$ cat src/rtl/qrl_pkg.sv
package qrl_pkg;
    localparam int TAB_LEN    = 82;
    localparam int BUS_BYTES  = 4;
    localparam int DATA_W     = 8 * BUS_BYTES;

    typedef enum logic [0:0] {
        ST_IDLE = 1'b0,
        ST_SHOW = 1'b1
    } qrl_state_t;

    function automatic logic [7:0] qrl_tab_byte(input logic [6:0] idx);
        logic [7:0] b;
        unique case (idx)
            7'h10:   b = 8'h51;
            7'h11:   b = 8'h52;
            7'h12:   b = 8'h59;
            7'h2C:   b = 8'h01;
            default: b = {1'b0, idx} ^ 8'h5A;
        endcase
        return b;
    endfunction
endpackage

$ cat src/rtl/qrl_table_rom.sv
module qrl_table_rom
    import qrl_pkg::*;
#(
    parameter int OFF_W = 16
) (
    input  logic [OFF_W-1:0] idx,
    output logic [7:0]       tab_byte
);
    logic in_range;

    always_comb begin
        in_range = (idx < OFF_W'(TAB_LEN));
        tab_byte = in_range ? qrl_tab_byte(idx[6:0]) : 8'h00;
    end
endmodule

$ cat src/rtl/qrl_slice_unit.sv
module qrl_slice_unit
    import qrl_pkg::*;
#(
    parameter int OFF_W = 16
) (
    input  logic [OFF_W-1:0]  slice_off,
    input  logic              id_mode,
    input  logic [1:0]        bank_lg,
    input  logic [1:0]        dev_lg,
    input  logic [1:0]        maxdev_lg,
    input  logic [15:0]       mfr_id,
    input  logic [15:0]       part_id,
    output logic [DATA_W-1:0] slice_word
);
    logic [2:0]        shamt;
    logic [OFF_W-1:0]  idx;
    logic [7:0]        tab_byte;
    logic [15:0]       id_word;
    logic [DATA_W-1:0] lane;
    logic [DATA_W-1:0] repl;
    logic [2:0]        bank_bytes;
    logic [2:0]        dev_mask;
    logic              cfg_ok;

    qrl_table_rom #(.OFF_W(OFF_W)) u_rom (
        .idx      (idx),
        .tab_byte (tab_byte)
    );

    always_comb begin
        shamt      = {1'b0, bank_lg} + {1'b0, maxdev_lg} - {1'b0, dev_lg};
        idx        = slice_off >> shamt;
        bank_bytes = 3'd1 << bank_lg;
        dev_mask   = (3'd1 << dev_lg) - 3'd1;
        cfg_ok     = (bank_lg != 2'd3) && (dev_lg != 2'd3) && (maxdev_lg != 2'd3)
                  && (dev_lg <= bank_lg) && (dev_lg <= maxdev_lg)
                  && !((dev_lg < maxdev_lg) && (dev_lg != 2'd0));
        unique case (idx[7:0])
            8'h00:   id_word = mfr_id;
            8'h01:   id_word = part_id;
            default: id_word = 16'h0000;
        endcase
        lane = id_mode ? {16'h0000, id_word} : {24'h000000, tab_byte};
    end

    for (genvar K = 0; K < BUS_BYTES; K++) begin : g_byte
        always_comb begin
            if (3'(K) < bank_bytes)
                repl[8*K +: 8] = lane[8 * (K & int'(dev_mask)) +: 8];
            else
                repl[8*K +: 8] = 8'h00;
        end
    end

    assign slice_word = cfg_ok ? repl : '0;
endmodule

$ cat src/rtl/qrl_lane_builder.sv
module qrl_lane_builder
    import qrl_pkg::*;
#(
    parameter int OFF_W = 16
) (
    input  logic              clk,
    input  logic              rst_n,
    input  logic              rd_stb,
    input  logic              id_mode,
    input  logic [OFF_W-1:0]  byte_off,
    input  logic [1:0]        bank_lg,
    input  logic [1:0]        dev_lg,
    input  logic [1:0]        maxdev_lg,
    input  logic [1:0]        rd_lg,
    input  logic [15:0]       mfr_id,
    input  logic [15:0]       part_id,
    output logic              rsp_valid,
    output logic [DATA_W-1:0] rsp_data
);
    localparam int SLICES = BUS_BYTES;

    qrl_state_t        state_q, state_d;
    logic [DATA_W-1:0] slice_word [SLICES];
    logic [DATA_W-1:0] placed     [SLICES];
    logic [DATA_W-1:0] merged;

    for (genvar J = 0; J < SLICES; J++) begin : g_slice
        logic [OFF_W-1:0] step;
        logic [6:0]       bitpos;
        logic             en;

        always_comb begin
            step   = OFF_W'(J) << {bank_lg, 1'b0};
            bitpos = 7'(J) << ({1'b0, bank_lg} + 3'd3);
            en     = (J == 0) ||
                     ((rd_lg > bank_lg) && (3'(J) < (3'd1 << (rd_lg - bank_lg))));
        end

        qrl_slice_unit #(.OFF_W(OFF_W)) u_slice (
            .slice_off  (byte_off + step),
            .id_mode    (id_mode),
            .bank_lg    (bank_lg),
            .dev_lg     (dev_lg),
            .maxdev_lg  (maxdev_lg),
            .mfr_id     (mfr_id),
            .part_id    (part_id),
            .slice_word (slice_word[J])
        );

        assign placed[J] = en ? (slice_word[J] << bitpos) : '0;
    end

    always_comb begin
        merged = '0;
        for (int j = 0; j < SLICES; j++) begin
            merged = merged | placed[j];
        end
        if (rd_lg == 2'd3) merged = '0;
    end

    always_comb begin
        state_d = state_q;
        unique case (state_q)
            ST_IDLE: state_d = rd_stb ? ST_SHOW : ST_IDLE;
            ST_SHOW: state_d = rd_stb ? ST_SHOW : ST_IDLE;
        endcase
    end

    always_ff @(posedge clk or negedge rst_n) begin
        if (!rst_n) state_q <= ST_IDLE;
        else        state_q <= state_d;
    end

    always_ff @(posedge clk or negedge rst_n) begin
        if (!rst_n)      rsp_data <= '0;
        else if (rd_stb) rsp_data <= merged;
    end

    assign rsp_valid = (state_q == ST_SHOW);
endmodule

$ cat config.mk
export PLATFORM = sky130hd
export DESIGN_NAME = qrl_lane_builder
export DESIGN_NICKNAME = d
export VERILOG_FILES = /design/src/rtl/qrl_pkg.sv /design/src/rtl/qrl_table_rom.sv /design/src/rtl/qrl_slice_unit.sv /design/src/rtl/qrl_lane_builder.sv
export SDC_FILE = /design/constraint.sdc
export NUM_CORES = 1
export LEC_CHECK = 0
export ABC_AREA = 1
export BUFFER_PORTS_ARGS = -buffer_cell sky130_fd_sc_hd__buf_4
export CAP_MARGIN = 30
export CORE_MARGIN = 4
export CORE_UTILIZATION = 45
export DETAILED_ROUTE_END_ITERATION = 12
export PLACE_DENSITY_LB_ADDON = 0.08
export REMOVE_ABC_BUFFERS = 1
export SYNTH_ARGS = -nofsm -noshare
export SYNTH_HDL_FRONTEND = slang
export SYNTH_HIERARCHICAL = 1
export SYNTH_SLANG_ARGS = --single-unit
$ cat constraint.sdc
create_clock -name clk -period 1.3 [get_ports clk]
set_input_delay 0.13 -clock clk [delete_from_list [all_inputs] [get_ports clk]]
set_output_delay 0.13 -clock clk [all_outputs]
set_load 0.005 [all_outputs]
After elaboration in Yosys (flattened, before gate mapping)
Index checks and enable logic that the tools add are counted.

Register bits after elaboration: 33. Bits of input ports: 60. Output and inout port bits: 33. Logic and storage cells: 144.

Add/sub/neg operators: 9. $lt $le $gt $ge: 15. Eq/ne operators: 24. Shift-type cells: 31. Multiplexer cells: 41. Bitwise operators: 7. Reductions and logical operators: 15.

Operators with widths (number): $mux W32 (8); $shiftx A32 B6 Y8 (8); $mux W8 (20); $pmux W16 S2 (4); $shiftx A32 B5 Y8 (4); $shl A32 B7 Y32 (4); $pmux W7 S4 (4); $or A32 B32 Y32 (3); $eq A7 B5 Y1 const B (12); $add A16 B16 Y16 (4); $lt A16 B7 Y1 const B (4); $mux W16 (4); $shr A16 B3 Y16 (4); $eq A8 B1 Y1 const B (4); $logic_not A8 Y1 (4); $shl A1 B3 Y16 const A (2); $shl A2 B3 Y16 const A (2); $eq A7 B6 Y1 const B (4); $not A4 Y4 (4); $shl A1 B3 Y7 const A (2); $shl A2 B3 Y7 const A (2); $lt A2 B3 Y1 const A (4); $logic_and A1 B1 Y1 (9); $lt A1 B3 Y1 const A (3); other kinds (15) (19).

Depth between registers and ports, before layout
Depth after elaboration: 16. Mapped depth: 43. Mapped depth without buffers: 43.

Cells and area by module
Netlist, hierarchy kept.

Modules (own cells, without submodules): qrl_lane_builder (instances 1, cells an instance 1526, area each 7787.5 um2, seq. area each 825.8 um2); qrl_slice_unit at g_slice[2].u_slice (instances 1, cells an instance 299, area each 1635.3 um2, seq. area each 0.0 um2); qrl_slice_unit at g_slice[1].u_slice (instances 1, cells an instance 299, area each 1610.3 um2, seq. area each 0.0 um2); qrl_slice_unit at g_slice[3].u_slice (instances 1, cells an instance 298, area each 1562.7 um2, seq. area each 0.0 um2); qrl_slice_unit at g_slice[0].u_slice (instances 1, cells an instance 297, area each 1466.4 um2, seq. area each 0.0 um2); qrl_table_rom (instances 4, cells an instance 70, area each 306.5 um2, seq. area each 0.0 um2).

Worst setup path before layout
Ideal clock, no wire load.

Path kind: in2reg. Start: input bank_lg[1]. End: register rsp_data[26]. Library setup time: 0.117 ns. Arrival time: 4.169 ns. Required time: 1.183 ns. Path slack: -2.986 ns. Stages: 36. Buffers on the path: 1. Cells stage by stage: inv_1 -> ha_1 -> ha_1 -> buf_2 -> nand2_1 -> a21oi_1 -> o21ai_0 -> o21ai_0 -> nand3_1 -> xor2_1 -> nand2_1 -> nand3_2 -> nand2_1 -> nand2_1 -> nand2_2 -> inv_1 -> nand2_1 -> nor2_1 -> nand2_1 -> nand3_2 -> a21oi_1 -> or2_2 -> nand3_1 -> a21oi_1 -> inv_1 -> nor2_1 -> o21ai_0 -> nand2_1 -> nand3_1 -> nand3_1 -> nand2_1 -> nand2_1 -> nor2_1 -> nand3_1 -> nand2_1 -> nand2_1.

RTL lines: start, declared (line qrl_lane_builder.sv:11) `input logic [1:0] bank_lg,`; end signal, assigned (line qrl_lane_builder.sv:76) `else if (rd_stb) rsp_data <= merged;`; end, declared (line qrl_lane_builder.sv:18) `output logic [DATA_W-1:0] rsp_data`.

==> impl_metrics.tcl <==
set metrics [dict create \
    syn_inst 2999 \
    path_buf_inv 6 \
    worstPathRequired_ps 1520 \
    crit_slowest_cell "ha_4" \
    multi_input_area_um2 14910 \
    drcViolationCount 0 \
    fin_util_pct 69.72 \
    crit_type "primary input to register" \
    cts-root-buf "clkbuf_16" \
    final_common_cell "nand2_1" \
    cts_max_path_buffers 2 \
    p_total_uw 17250 \
    worst_path_largest_cell_delay_ps 300 \
    syn-cell-area_um2 15290 \
    die-height_um 192.3 \
    ys_warn_count 6 \
    dieArea_um2 36990 \
    rsz0062_at_grt "true" \
    timing.rr.end "rsp_data[26]" \
    reg2reg_setup_slack_ps 650 \
    startpoint_type "primary input" \
    wl_met1_um 30700 \
    reg2reg_depth 2 \
    synth_ff_type "dfrtp_1" \
    wl_um 72080 \
    clock-sinks 33 \
    clk_pin_slew_ps 50 \
    wl_met3_um 7575 \
    rows 67 \
    grt_pass1_vias 21140 \
    ys_types 55 \
    fillCellCount 3047 \
    maxCapViolations 0 \
    grt-ovfl-total 0 \
    postRouteAntennaNets 0 \
    finalSetupTns_ps -96710 \
    stdcell_count 4027 \
    grt_max_degree 38 \
    cp_common_cell "nand2_1" \
    num_vias 22650 \
    htreeDepth 2 \
    setup_violations 32 \
    syn_area_per_cell_um2 5.098 \
    intPower_uw 8083 \
    fin_crit_sh_pct 338.4 \
    period_needed_ps 4400 \
    ir_worst_vdd_uv 876.1 \
    postSynth.asyncResetShare_pct 100.0 \
    power.share.clock_pct 7.3 \
    min_from "rd_lg[0]" \
    r2r_start "rsp_data[26]" \
    ys_ff_latch 33 \
    critPathMaxFanout 6 \
    finalWeightedCongestion 1.060 \
    worst_pin_slew_ps 652.4 \
    port_buffers 92 \
    cts_tree "done" \
    core_um2 33530 \
    mostFrequentLayoutCells "942 x nand2_1, 668 x buf_4, 426 x nand3_1" \
    dp.cells 3950 \
    insertion_delay_ps 280 \
    holdPathStages 4 \
    grt_first_pass_wirelength_um 110000 \
    setup_slack_ps -3100 \
    initialDrtViolationCount 2460 \
    outcome "complete, but fails checks" \
    wl_met2_um 31120 \
    seq_area_um2 825.8 \
    io_pins 93 \
    top_layer "met5" \
    worstHoldPathType "primary input to register" \
    drt-vias-per-instance 5.625 \
    wl_per_cell_um 17.90 \
    synth_edf_count 0 \
    post_dp_cell_area_um2 20030 \
    swShare_pct 53.14 \
    leakagePower_uw 0.01175 \
    combinationalPowerShare_pct 86.1 \
    drive_gt1_share_pct 40.10 \
    grt_usage_pct 37.08 \
    p_sw_uw 9166 \
    cp.arrival_ps 4620 \
    cp_top_family "simple AND/OR/NAND/NOR gates" \
    skew_ps 0 \
    violations "setup timing" \
    seq_power_share_pct 6.6 \
    numCtsBuffers 5 \
    nets 3699 \
    fmax_mhz 227.3 \
    finalHoldViolCount 0 \
    antenna_found_initial 6 \
    drv_slew 0 \
    initial_core_util_pct 45.59 \
    place_hpwl_um 56550 \
    endpoint_kind "register" \
    synth-seq-area-share_pct 5.401 \
    whs_endpoint "rsp_data[2]" \
    powerDensity_nw_per_um2 737.7 \
    areaGrowthSynthToFinish_pct 52.93 \
    drtPass1Iterations 10 \
    final_area_um2 23380 \
    dieWidth_um 192.3 \
    relSlewSlack_pct 56.46 \
]
## layer usage
layer / track usage (%) / up-vias
li1: - / 10810
met5: 0 / -
met4: 11.03 / 2
met2: 57.97 / 1148
met1: 50.96 / 10520
met3: 8.538 / 176
## layout make-up
class                      count  area share [%]
inverter                     290           4.977
tap                          448           2.398
multi-input combinational   2528           63.75
sequential                    33           3.532
antenna                        5         0.05352
clock buffer                   7          0.6529
clock inverter                 1         0.02141
timing repair buffer         715           24.61
## cells in the mapped netlist (7+ instances only)
| master | number | share of area, % |
|---|---|---|
| nand2_1 | 1098 | 27 |
| nand3_1 | 546 | 18 |
| nor2_1 | 265 | 6.5 |
| inv_1 | 259 | 6.4 |
| a21oi_1 | 121 | 4.0 |
| o21ai_0 | 67 | 2.2 |
| nand2_2 | 57 | 2.3 |
| ha_1 | 56 | 4.6 |
| buf_2 | 49 | 1.6 |
| nand4_1 | 46 | 1.9 |
| xor2_1 | 35 | 2.0 |
| dfrtp_1 | 33 | 5.4 |
| or2_2 | 33 | 1.4 |
| clkbuf_1 | 30 | 0.74 |
| o21ai_1 | 29 | 0.95 |
| inv_2 | 27 | 0.66 |
| buf_4 | 26 | 1.3 |
| buf_6 | 23 | 1.7 |
| nand3_2 | 20 | 1.3 |
| nor3_1 | 18 | 0.59 |
| o21bai_1 | 18 | 0.88 |
| nor2_4 | 15 | 1.1 |
| buf_1 | 13 | 0.32 |
| o211ai_1 | 13 | 0.64 |
| a31oi_1 | 11 | 0.45 |
| fa_1 | 10 | 1.3 |
| nor2_2 | 10 | 0.41 |
| nand2_4 | 9 | 0.66 |
| nand3b_1 | 8 | 0.39 |
| and2_1 | 7 | 0.29 |
## how the worst max path moves through the flow
stage,start,end,depth (start not counted),slack [ps]
floorplan,bank_lg[0],rsp_data[26],36,-3870
global placement,bank_lg[0],rsp_data[7],37,-3940
detailed placement,bank_lg[0],rsp_data[3],37,-4070
CTS,bank_lg[1],rsp_data[9],35,-2920
global route,bank_lg[0],rsp_data[24],38,-3310
finish,bank_lg[1],rsp_data[24],35,-3100
## worst register-to-register path: cells and delay by family (launching register included)
kind	cells	cell delay, ps
and+or+nand+nor	2	130
DFF	1	410
## sequential cells by signal, summed over array words and instances (netlist names)
| signal | flops |
|---|---|
| rsp_valid | 1 |
| rsp_data | 32 |
## logic make-up after synthesis
family	after synthesis	synth area share, %
AND/OR/NAND/NOR	2140	62.30
buffers and inverters	438	13.59
AO/OA/AOI/OAI	276	10.21
adder cells (fa/ha/maj)	66	5.892
XOR/XNOR	41	2.447
flip-flops	33	5.401
other	4	0.09818
multiplexers	1	0.06547
## power groups by stage
| stage | Combinational (µW) | Sequential [µW] | Clock [µW] |
|---|---|---|---|
| 5_1_grt | 16000 | 1140 | 1320 |
| 3_5_place_dp | 12000 | 1150 | 0 |
| 4_1_cts | 13400 | 1130 | 1280 |
| 3_3_place_gp | 11800 | 1150 | 0 |
| 2_1_floorplan | 6740 | 1140 | 0 |
| 6_report | 14900 | 1130 | 1260 |
## timing repair
| item | in CTS | in global routing |
|---|---|---|
| pin swaps | 180 | 170 |
| hold buffers | 2 | 0 |
| endpoints found under the setup margin | 32 | 32 |
| resized for setup | 440 | 289 |
| hold endpoints to repair | 34 | 0 |
| gates cloned | 1 | 0 |
| setup buffers | 47 | 19 |
## per-stage QoR
| step | hold slack, ps | setup slack, ps |
|---|---|---|
| 5_1_grt | 222.2 | -3309 |
| 4_1_cts | 186.5 | -2921 |
| 6_report | 189.0 | -3100 |
| 3_3_place_gp | 83.79 | -3942 |
| 2_1_floorplan | -165.6 | -3872 |
| 3_5_place_dp | 99.35 | -4074 |
Note: power is estimated with default switching activity, not from simulation.
